===== src/rtl/rtc_tod_pkg.sv =====
// Package for the time-of-day core: control bit positions, the field select
// code and the BCD/binary conversion helpers. Assumes each time value fits in
// 7 bits (0..99).
package rtc_tod_pkg;

    localparam int CB_FREEZE = 7;
    localparam int CB_UIE    = 4;
    localparam int CB_BIN    = 2;
    localparam int CB_H24    = 1;
    localparam logic [7:0] CTL_RST = 8'h02;

    localparam int NUM_FIELDS = 3;

    typedef enum logic [1:0] {
        FSEL_SEC = 2'd0,
        FSEL_MIN = 2'd1,
        FSEL_HR  = 2'd2
    } fsel_e;

    // Turn a stored byte into its numeric value (bit 7 ignored).
    function automatic logic [6:0] dec_val(input logic [7:0] b, input logic bin);
        logic [6:0] tens;
        tens = 7'(b[6:4]);
        return bin ? b[6:0] : (tens * 7'd10 + 7'(b[3:0]));
    endfunction

    // Turn a numeric value into the stored byte form.
    function automatic logic [7:0] enc_val(input logic [6:0] v, input logic bin);
        logic [6:0] t;
        logic [6:0] u;
        t = v / 7'd10;
        u = v % 7'd10;
        return bin ? {1'b0, v} : {1'b0, t[2:0], u[3:0]};
    endfunction

endpackage


===== src/rtl/rtc_field_ctr.sv =====
// One modulo counter for a seconds or minutes byte. It holds the byte, can be
// loaded directly, and steps by one when inc_en is high. wrap shows that the
// current value is at MAXV, so the next step rolls over and carries.
// Assumes the stored byte is legal for the active encoding.
module rtc_field_ctr
    import rtc_tod_pkg::*;
#(
    parameter int MAXV = 59
) (
    input  logic       clk,
    input  logic       rst_n,
    input  logic       bin_mode,
    input  logic       inc_en,
    input  logic       wr_en,
    input  logic [7:0] wr_data,
    output logic [7:0] q,
    output logic [7:0] q_adv,
    output logic       wrap
);
    localparam logic [6:0] MAXV_L = 7'(MAXV);

    logic [6:0] cur_v;

    // Work out the value the field takes after one step.
    always_comb begin
        cur_v = dec_val(q, bin_mode);
        wrap  = (cur_v >= MAXV_L);
        q_adv = enc_val(wrap ? 7'd0 : cur_v + 7'd1, bin_mode);
    end

    // Field register: a load has priority over a step.
    always_ff @(posedge clk) begin
        if (!rst_n)      q <= 8'h00;
        else if (wr_en)  q <= wr_data;
        else if (inc_en) q <= q_adv;
    end
endmodule


===== src/rtl/rtc_hour_ctr.sv =====
// Hours register. It counts 0..23 on the 24-hour dial, or 1..12 with a PM
// flag in bit 7 on the 12-hour dial, in BCD or binary.
// Assumes the stored byte was written in the dial and encoding now active.
module rtc_hour_ctr
    import rtc_tod_pkg::*;
(
    input  logic       clk,
    input  logic       rst_n,
    input  logic       bin_mode,
    input  logic       h24,
    input  logic       inc_en,
    input  logic       wr_en,
    input  logic [7:0] wr_data,
    output logic [7:0] q,
    output logic [7:0] q_adv
);
    logic [6:0] hv;
    logic       pm;

    // Next hour on the selected dial.
    always_comb begin
        hv = dec_val({1'b0, q[6:0]}, bin_mode);
        pm = q[7];
        if (h24) begin
            q_adv = enc_val((hv >= 7'd23) ? 7'd0 : hv + 7'd1, bin_mode);
        end else if (hv == 7'd11) begin
            q_adv = enc_val(7'd12, bin_mode) | {~pm, 7'd0};
        end else if (hv >= 7'd12) begin
            q_adv = enc_val(7'd1, bin_mode) | {pm, 7'd0};
        end else begin
            q_adv = enc_val(hv + 7'd1, bin_mode) | {pm, 7'd0};
        end
    end

    // Hour register: a load has priority over a step.
    always_ff @(posedge clk) begin
        if (!rst_n)      q <= 8'h00;
        else if (wr_en)  q <= wr_data;
        else if (inc_en) q <= q_adv;
    end
endmodule


===== src/rtl/rtc_alarm_cmp.sv =====
// Compares a candidate time against the alarm bytes, one field at a time.
// An alarm byte with bits 7:6 both set matches anything. Assumes the time and
// alarm bytes share one encoding, so a byte-wise compare is enough.
module rtc_alarm_cmp #(
    parameter int NF = 3
) (
    input  logic [NF-1:0][7:0] now_t,
    input  logic [NF-1:0][7:0] alm,
    output logic               hit
);
    logic [NF-1:0] fld_ok;

    for (genvar i = 0; i < NF; i++) begin : g_fld
        // Per-field match, with the wildcard code accepted.
        always_comb fld_ok[i] = (alm[i][7:6] == 2'b11) || (alm[i] == now_t[i]);
    end

    // Every field must agree.
    always_comb hit = &fld_ok;
endmodule


===== src/rtl/rtc_uip_gen.sv =====
// Update-pending flag: high during the last HOLD_CYC counts of the divider
// phase before a second boundary, and only while the clock is running.
// Assumes phase counts up through 0..2^PHASE_W-1 once per second.
module rtc_uip_gen #(
    parameter int PHASE_W  = 15,
    parameter int HOLD_CYC = 8
) (
    input  logic               clk,
    input  logic               rst_n,
    input  logic               run,
    input  logic [PHASE_W-1:0] phase,
    output logic               uip
);
    localparam logic [PHASE_W-1:0] THRESH = PHASE_W'((2 ** PHASE_W) - HOLD_CYC);

    // Register the window test.
    always_ff @(posedge clk) begin
        if (!rst_n) uip <= 1'b0;
        else        uip <= run && (phase >= THRESH);
    end
endmodule


===== src/rtl/rtc_tod_core.sv =====
// Top of the time-of-day core. It holds the control byte and the three time
// counters, pulses an update-done event after each counted second, and
// checks the alarm against the time that update produces. Assumes tick_sec
// is a single-cycle pulse at most once per second.
module rtc_tod_core
    import rtc_tod_pkg::*;
#(
    parameter int PHASE_W  = 15,
    parameter int HOLD_CYC = 8
) (
    input  logic               clk,
    input  logic               rst_n,
    input  logic               tick_sec,
    input  logic [PHASE_W-1:0] phase,
    input  logic               ctl_wr,
    input  logic [7:0]         ctl_wdata,
    input  logic               tm_wr,
    input  logic [1:0]         tm_sel,
    input  logic [7:0]         tm_wdata,
    input  logic [7:0]         alm_sec,
    input  logic [7:0]         alm_min,
    input  logic [7:0]         alm_hr,
    output logic [7:0]         ctl_q,
    output logic [7:0]         sec_q,
    output logic [7:0]         min_q,
    output logic [7:0]         hr_q,
    output logic               uip,
    output logic               upd_evt,
    output logic               alm_evt
);
    localparam int NMS = 2;  // seconds and minutes use the same counter

    logic                          run;
    logic                          adv;
    logic                          bin_mode;
    logic                          h24;
    logic [NMS-1:0][7:0]           ms_q;
    logic [NMS-1:0][7:0]           ms_adv;
    logic [NMS-1:0]                ms_wrap;
    logic [NMS-1:0]                ms_inc;
    logic [NMS-1:0]                ms_wr;
    logic                          hr_inc;
    logic [7:0]                    hr_adv;
    logic [NUM_FIELDS-1:0][7:0]    new_t;
    logic [NUM_FIELDS-1:0][7:0]    alm_vec;
    logic                          alm_hit;

    // Decode the mode bits and decide whether this cycle counts a second.
    always_comb begin
        run      = !ctl_q[CB_FREEZE];
        bin_mode = ctl_q[CB_BIN];
        h24      = ctl_q[CB_H24];
        adv      = tick_sec && run && !tm_wr;
    end

    // Control byte: the update-event enable is dropped when freezing.
    always_ff @(posedge clk) begin
        if (!rst_n)
            ctl_q <= CTL_RST;
        else if (ctl_wr)
            ctl_q <= ctl_wdata[CB_FREEZE]
                   ? (ctl_wdata & ~(8'h01 << CB_UIE))
                   : ctl_wdata;
    end

    // Seconds and minutes counters with a ripple carry enable.
    for (genvar i = 0; i < NMS; i++) begin : g_ms
        if (i == 0) begin : g_first
            always_comb ms_inc[i] = adv;
        end else begin : g_next
            always_comb ms_inc[i] = ms_inc[i-1] && ms_wrap[i-1];
        end

        always_comb ms_wr[i] = tm_wr && (tm_sel == 2'(i));

        rtc_field_ctr #(.MAXV(59)) u_ctr (
            .clk      (clk),
            .rst_n    (rst_n),
            .bin_mode (bin_mode),
            .inc_en   (ms_inc[i]),
            .wr_en    (ms_wr[i]),
            .wr_data  (tm_wdata),
            .q        (ms_q[i]),
            .q_adv    (ms_adv[i]),
            .wrap     (ms_wrap[i])
        );

        // Value this field holds after the current update.
        always_comb new_t[i] = ms_inc[i] ? ms_adv[i] : ms_q[i];
    end

    // Hours step only when both lower fields roll over.
    always_comb hr_inc = ms_inc[NMS-1] && ms_wrap[NMS-1];

    rtc_hour_ctr u_hr (
        .clk      (clk),
        .rst_n    (rst_n),
        .bin_mode (bin_mode),
        .h24      (h24),
        .inc_en   (hr_inc),
        .wr_en    (tm_wr && (tm_sel == FSEL_HR)),
        .wr_data  (tm_wdata),
        .q        (hr_q),
        .q_adv    (hr_adv)
    );

    // Candidate time and alarm vector, ordered seconds, minutes, hours.
    always_comb begin
        new_t[NUM_FIELDS-1] = hr_inc ? hr_adv : hr_q;
        alm_vec             = {alm_hr, alm_min, alm_sec};
        sec_q               = ms_q[0];
        min_q               = ms_q[1];
    end

    rtc_alarm_cmp #(.NF(NUM_FIELDS)) u_cmp (
        .now_t (new_t),
        .alm   (alm_vec),
        .hit   (alm_hit)
    );

    rtc_uip_gen #(.PHASE_W(PHASE_W), .HOLD_CYC(HOLD_CYC)) u_uip (
        .clk   (clk),
        .rst_n (rst_n),
        .run   (run),
        .phase (phase),
        .uip   (uip)
    );

    // Event pulses, one cycle after the counted tick.
    always_ff @(posedge clk) begin
        if (!rst_n) begin
            upd_evt <= 1'b0;
            alm_evt <= 1'b0;
        end else begin
            upd_evt <= adv;
            alm_evt <= adv && alm_hit;
        end
    end
endmodule


===== config.mk =====
export PLATFORM = sky130hd
export DESIGN_NAME = rtc_tod_core
export DESIGN_NICKNAME = d
export VERILOG_FILES = /design/src/rtl/rtc_tod_pkg.sv /design/src/rtl/rtc_field_ctr.sv /design/src/rtl/rtc_hour_ctr.sv /design/src/rtl/rtc_alarm_cmp.sv /design/src/rtl/rtc_uip_gen.sv /design/src/rtl/rtc_tod_core.sv
export SDC_FILE = /design/constraint.sdc
export NUM_CORES = 1
export LEC_CHECK = 0
export BUFFER_PORTS_ARGS = -buffer_cell sky130_fd_sc_hd__buf_2
export CAP_MARGIN = 10
export CORE_ASPECT_RATIO = 2
export CORE_MARGIN = 1
export CORE_UTILIZATION = 47
export DETAILED_ROUTE_END_ITERATION = 8
export GPL_TIMING_DRIVEN = 0
export PLACE_DENSITY = 0.75
export SLEW_MARGIN = 20
export SYNTH_ARGS = -nofsm -noshare
export SYNTH_HDL_FRONTEND = slang
export SYNTH_HIERARCHICAL = 1
export SYNTH_SLANG_ARGS = --single-unit

===== constraint.sdc =====
create_clock -name clk -period 15.5 [get_ports clk]
set_input_delay 1.55 -clock clk [delete_from_list [all_inputs] [get_ports clk]]
set_output_delay 1.55 -clock clk [all_outputs]
set_load 0.005 [all_outputs]

==> flow_summary.json <==
{
  "outcome": "finished, final reports clean",
  "clockRootBuffer": "clkbuf_16",
  "ys_dominant_reg_cell": "dfxtp_1",
  "cts_setup_buffers": 0,
  "fmax_mhz": 152,
  "row_count": 54,
  "crit_path_start_kind": "flip-flop",
  "period_needed_ps": 6590,
  "slew_headroom_pct": 44.7,
  "postRouteAntennaNets": 0,
  "hp-class": "reg2reg",
  "ioPinCount": 97,
  "diodes": 0,
  "syn_area_per_cell_sq_um": 7.94,
  "cts_tree": "built",
  "cts_made_buffers": 5,
  "worstSetupPathType": "reg2reg",
  "r2r_slack_ps": 8910,
  "setup_viol": 0,
  "drc_errors": 0,
  "rsz0062_at_grt": "false",
  "track_usage_pct": 30.1,
  "cp.arrival_ps": 6810,
  "antenna_found_initial": 0,
  "worstRegToRegCells": 23,
  "slew_viol_final": 0,
  "min_to": "ctl_q[4]",
  "h-tree-depth": 2,
  "p_per_area_mw_per_mm2": 68.4,
  "wl_per_cell_um": 19.1,
  "hold_viol": 0,
  "ys_seq_area_share_pct": 13.3,
  "wirelength_mm": 17.2,
  "hold_depth": 2,
  "start_util_pct": 48.4,
  "grt_max_degree": 21,
  "vdd_drop_max_uv": 59.1,
  "period_share_pct": 42.5,
  "cap_violations": 0,
  "rr_startpoint": "u_hr/q[6]",
  "core_sq_mm": 0.0109,
  "worst_pin_slew_ps": 824,
  "finalWeightedCongestion": 0.996,
  "dp.final_hpwl_mm": 13.7,
  "synth-async-reset-ratio_pct": 0,
  "die_h_um": 152,
  "drtPass1Iterations": 6,
  "fin_setup_tns_ps": 0,
  "dieArea_sq_mm": 0.0116,
  "grt_pass1_wl_mm": 28.0,
  "pre_cts_ws_ps": 9050,
  "synth_area_sq_mm": 0.00526,
  "synth_nets": 756,
  "avgViaCountPerCell": 6.42,
  "nets": 855,
  "area_growth_pct": 15.3,
  "grt-ovfl-total": 0,
  "drive_gt1_share_pct": 24.6,
  "r2r_end": "alm_evt",
  "synth.distinct_cells": 97,
  "clockBufferDepth": 2,
  "io_buffers": 92,
  "setup_slack_ps": 8910,
  "clk_pin_slew_ps": 60,
  "grt_pass1_vias": 5904,
  "ctsHoldBuffers": 0,
  "required_ps": 15720,
  "ys_warn_count": 6,
  "cp-end-kind": "flip-flop",
  "drt_iter0_drc": 354,
  "p_leak_nw": 2.76,
  "crit_fanout": 9,
  "synthCells": 663,
  "fin_hold_ws_ps": 478,
  "dr_total_vias": 5796,
  "worstSkewPairLatency_ps": 280,
  "die_w_um": 76.8,
  "synth-seq-cells": 35,
  "finClkSkew_ps": 7.15,
  "hp-start": "ctl_q[4]",
  "synth_edf_count": 0,
  "cts_sinks": 35,
  "ctsResizeCount": 0
}
## metrics by stage
step / std cells / instance area [sq um] / total power, W / util, %
CTS: 903 / 6070 / 0.000412 / 55.8
finish: 903 / 6070 / 0.000415 / 55.8
global route: 903 / 6070 / 0.000438 / 55.8
global placement: 895 / 5900 / 0.000288 / 54.2
detailed placement: 895 / 5900 / 0.000296 / 54.2
floorplan: 663 / 5260 / 0.000242 / -
## cells by family after synthesis
| family | after synthesis | share of synthesized area [%] |
|---|---|---|
| other | 3 | 0.214 |
| adders and majority gates | 33 | 8.18 |
| buffers and inverters | 54 | 5.06 |
| xor gates and xnor gates | 45 | 7.63 |
| muxes | 48 | 10.2 |
| AOI/OAI and AO/OA | 204 | 28.9 |
| DFF | 35 | 13.3 |
| and+or+nand+nor | 241 | 26.5 |
## power by group
group,total [W],switching [W],leakage [nW],internal (W)
Clock,0.000115,0.0000388,0.0838,0.0000758
Sequential,0.000105,0.00000971,0.286,0.0000948
Combinational,0.000196,0.000115,2.39,0.0000813
Total,0.000415,0.000163,2.76,0.000252
## critical path, stage by stage, from the launching register on
cell and delay (ps):
dfxtp_1 540, ha_1 340, ha_1 340, xnor2_1 370, a21o_1 360, xor2_1 350
clkbuf_1 420, nor3_1 120, o32ai_1 440, ha_1 370, inv_1 90, nand3_1 70
a2bb2oi_1 170, a41oi_1 130, or3_4 420, a211oi_2 410, xnor2_1 210, a21oi_2 100
mux2_2 290, xor2_1 160, nor4_1 320, a22oi_1 170, nor3_2 180, and3_1 160
## how the worst max path moves through the flow
stage | from | to | slack, ps | cells past startpoint
finish | u_hr/q[6] | alm_evt | 8910 | 23
global route | u_hr/q[6] | alm_evt | 8430 | 23
CTS | ctl_q[2] | alm_evt | 9000 | 25
detailed placement | ctl_q[2] | alm_evt | 9050 | 25
global placement | ctl_q[2] | alm_evt | 9180 | 26
floorplan | u_hr/q[6] | alm_evt | 10050 | 24
## flip-flops by register name (all words and copies together), names as in the netlist
signal	count
alm_evt	1
ctl_q	8
g_ms.u_ctr/q	16
u_hr/q	8
u_uip/uip	1
upd_evt	1
## cell usage after synthesis, types with 4 or more instances
library cell	number	share of area [%]
a211o_1	7	1.2
a211oi_1	5	0.71
a21o_1	6	0.86
a21oi_1	39	3.7
a21oi_2	6	1.0
a221o_1	4	0.76
a31o_1	4	0.67
a31oi_1	5	0.59
and2_1	17	2.0
and3_1	15	1.8
buf_4	6	0.86
buf_6	5	1.1
clkbuf_1	9	0.64
dfxtp_1	35	13
ha_1	28	6.7
inv_1	24	1.7
mux2_2	31	6.6
mux2i_1	15	2.9
nand2_1	48	3.4
nand2b_1	11	1.3
nand3_1	19	1.8
nand4_1	9	1.1
nand4b_1	4	0.67
nor2_1	35	2.5
nor2b_1	14	1.7
nor3_1	14	1.3
nor3b_1	6	0.86
nor4_1	9	1.1
nor4b_1	4	0.67
o2111ai_1	4	0.67
o211a_1	6	1.1
o211ai_1	11	1.6
o21a_1	4	0.57
o21ai_0	27	2.6
o21ai_1	11	1.0
o21bai_1	4	0.57
o311ai_1	6	1.0
o31a_1	6	1.0
o31ai_1	4	0.57
or4_1	6	0.86
xnor2_1	15	2.5
xor2_1	29	4.8
## metal layers
metal  vias up  wire [um]  global-route usage (%)
met5         -          0                       0
li1       2712          -                       -
met4         0       1060                    22.0
met1      2765       6080                    29.0
met3        85        771                    3.59
met2       234       9320                    57.9
## area by class of cell
type | count | area [sq um]
tap | 140 | 175
sequential | 35 | 701
multi-input combinational | 574 | 4300
fill | 1044 | 4810
timing repair buffer | 92 | 460
clock buffer | 5 | 125
buffer | 25 | 158
inverter | 29 | 109
clock inverter | 3 | 43.8
## cell usage in the layout (no fill, tap or decap), drive strengths merged, types with 6 or more instances in the layout
master / instances
clkbuf: 14
a211oi: 8
o211a: 7
o31ai: 7
a211o: 7
mux2i: 16
o211ai: 13
nand4: 9
nand2b: 11
and3: 16
inv: 27
nor3: 18
nor3b: 7
nand3: 21
xor2: 29
a21oi: 45
xnor2: 16
dfxtp: 35
o311ai: 6
nor2b: 14
nor4: 10
o21ai: 38
ha: 28
o31a: 8
nor2: 35
a21o: 6
and2: 20
nand2: 49
or4: 6
a31oi: 6
buf: 108
mux2: 32
(Power assumes the default switching activity.)
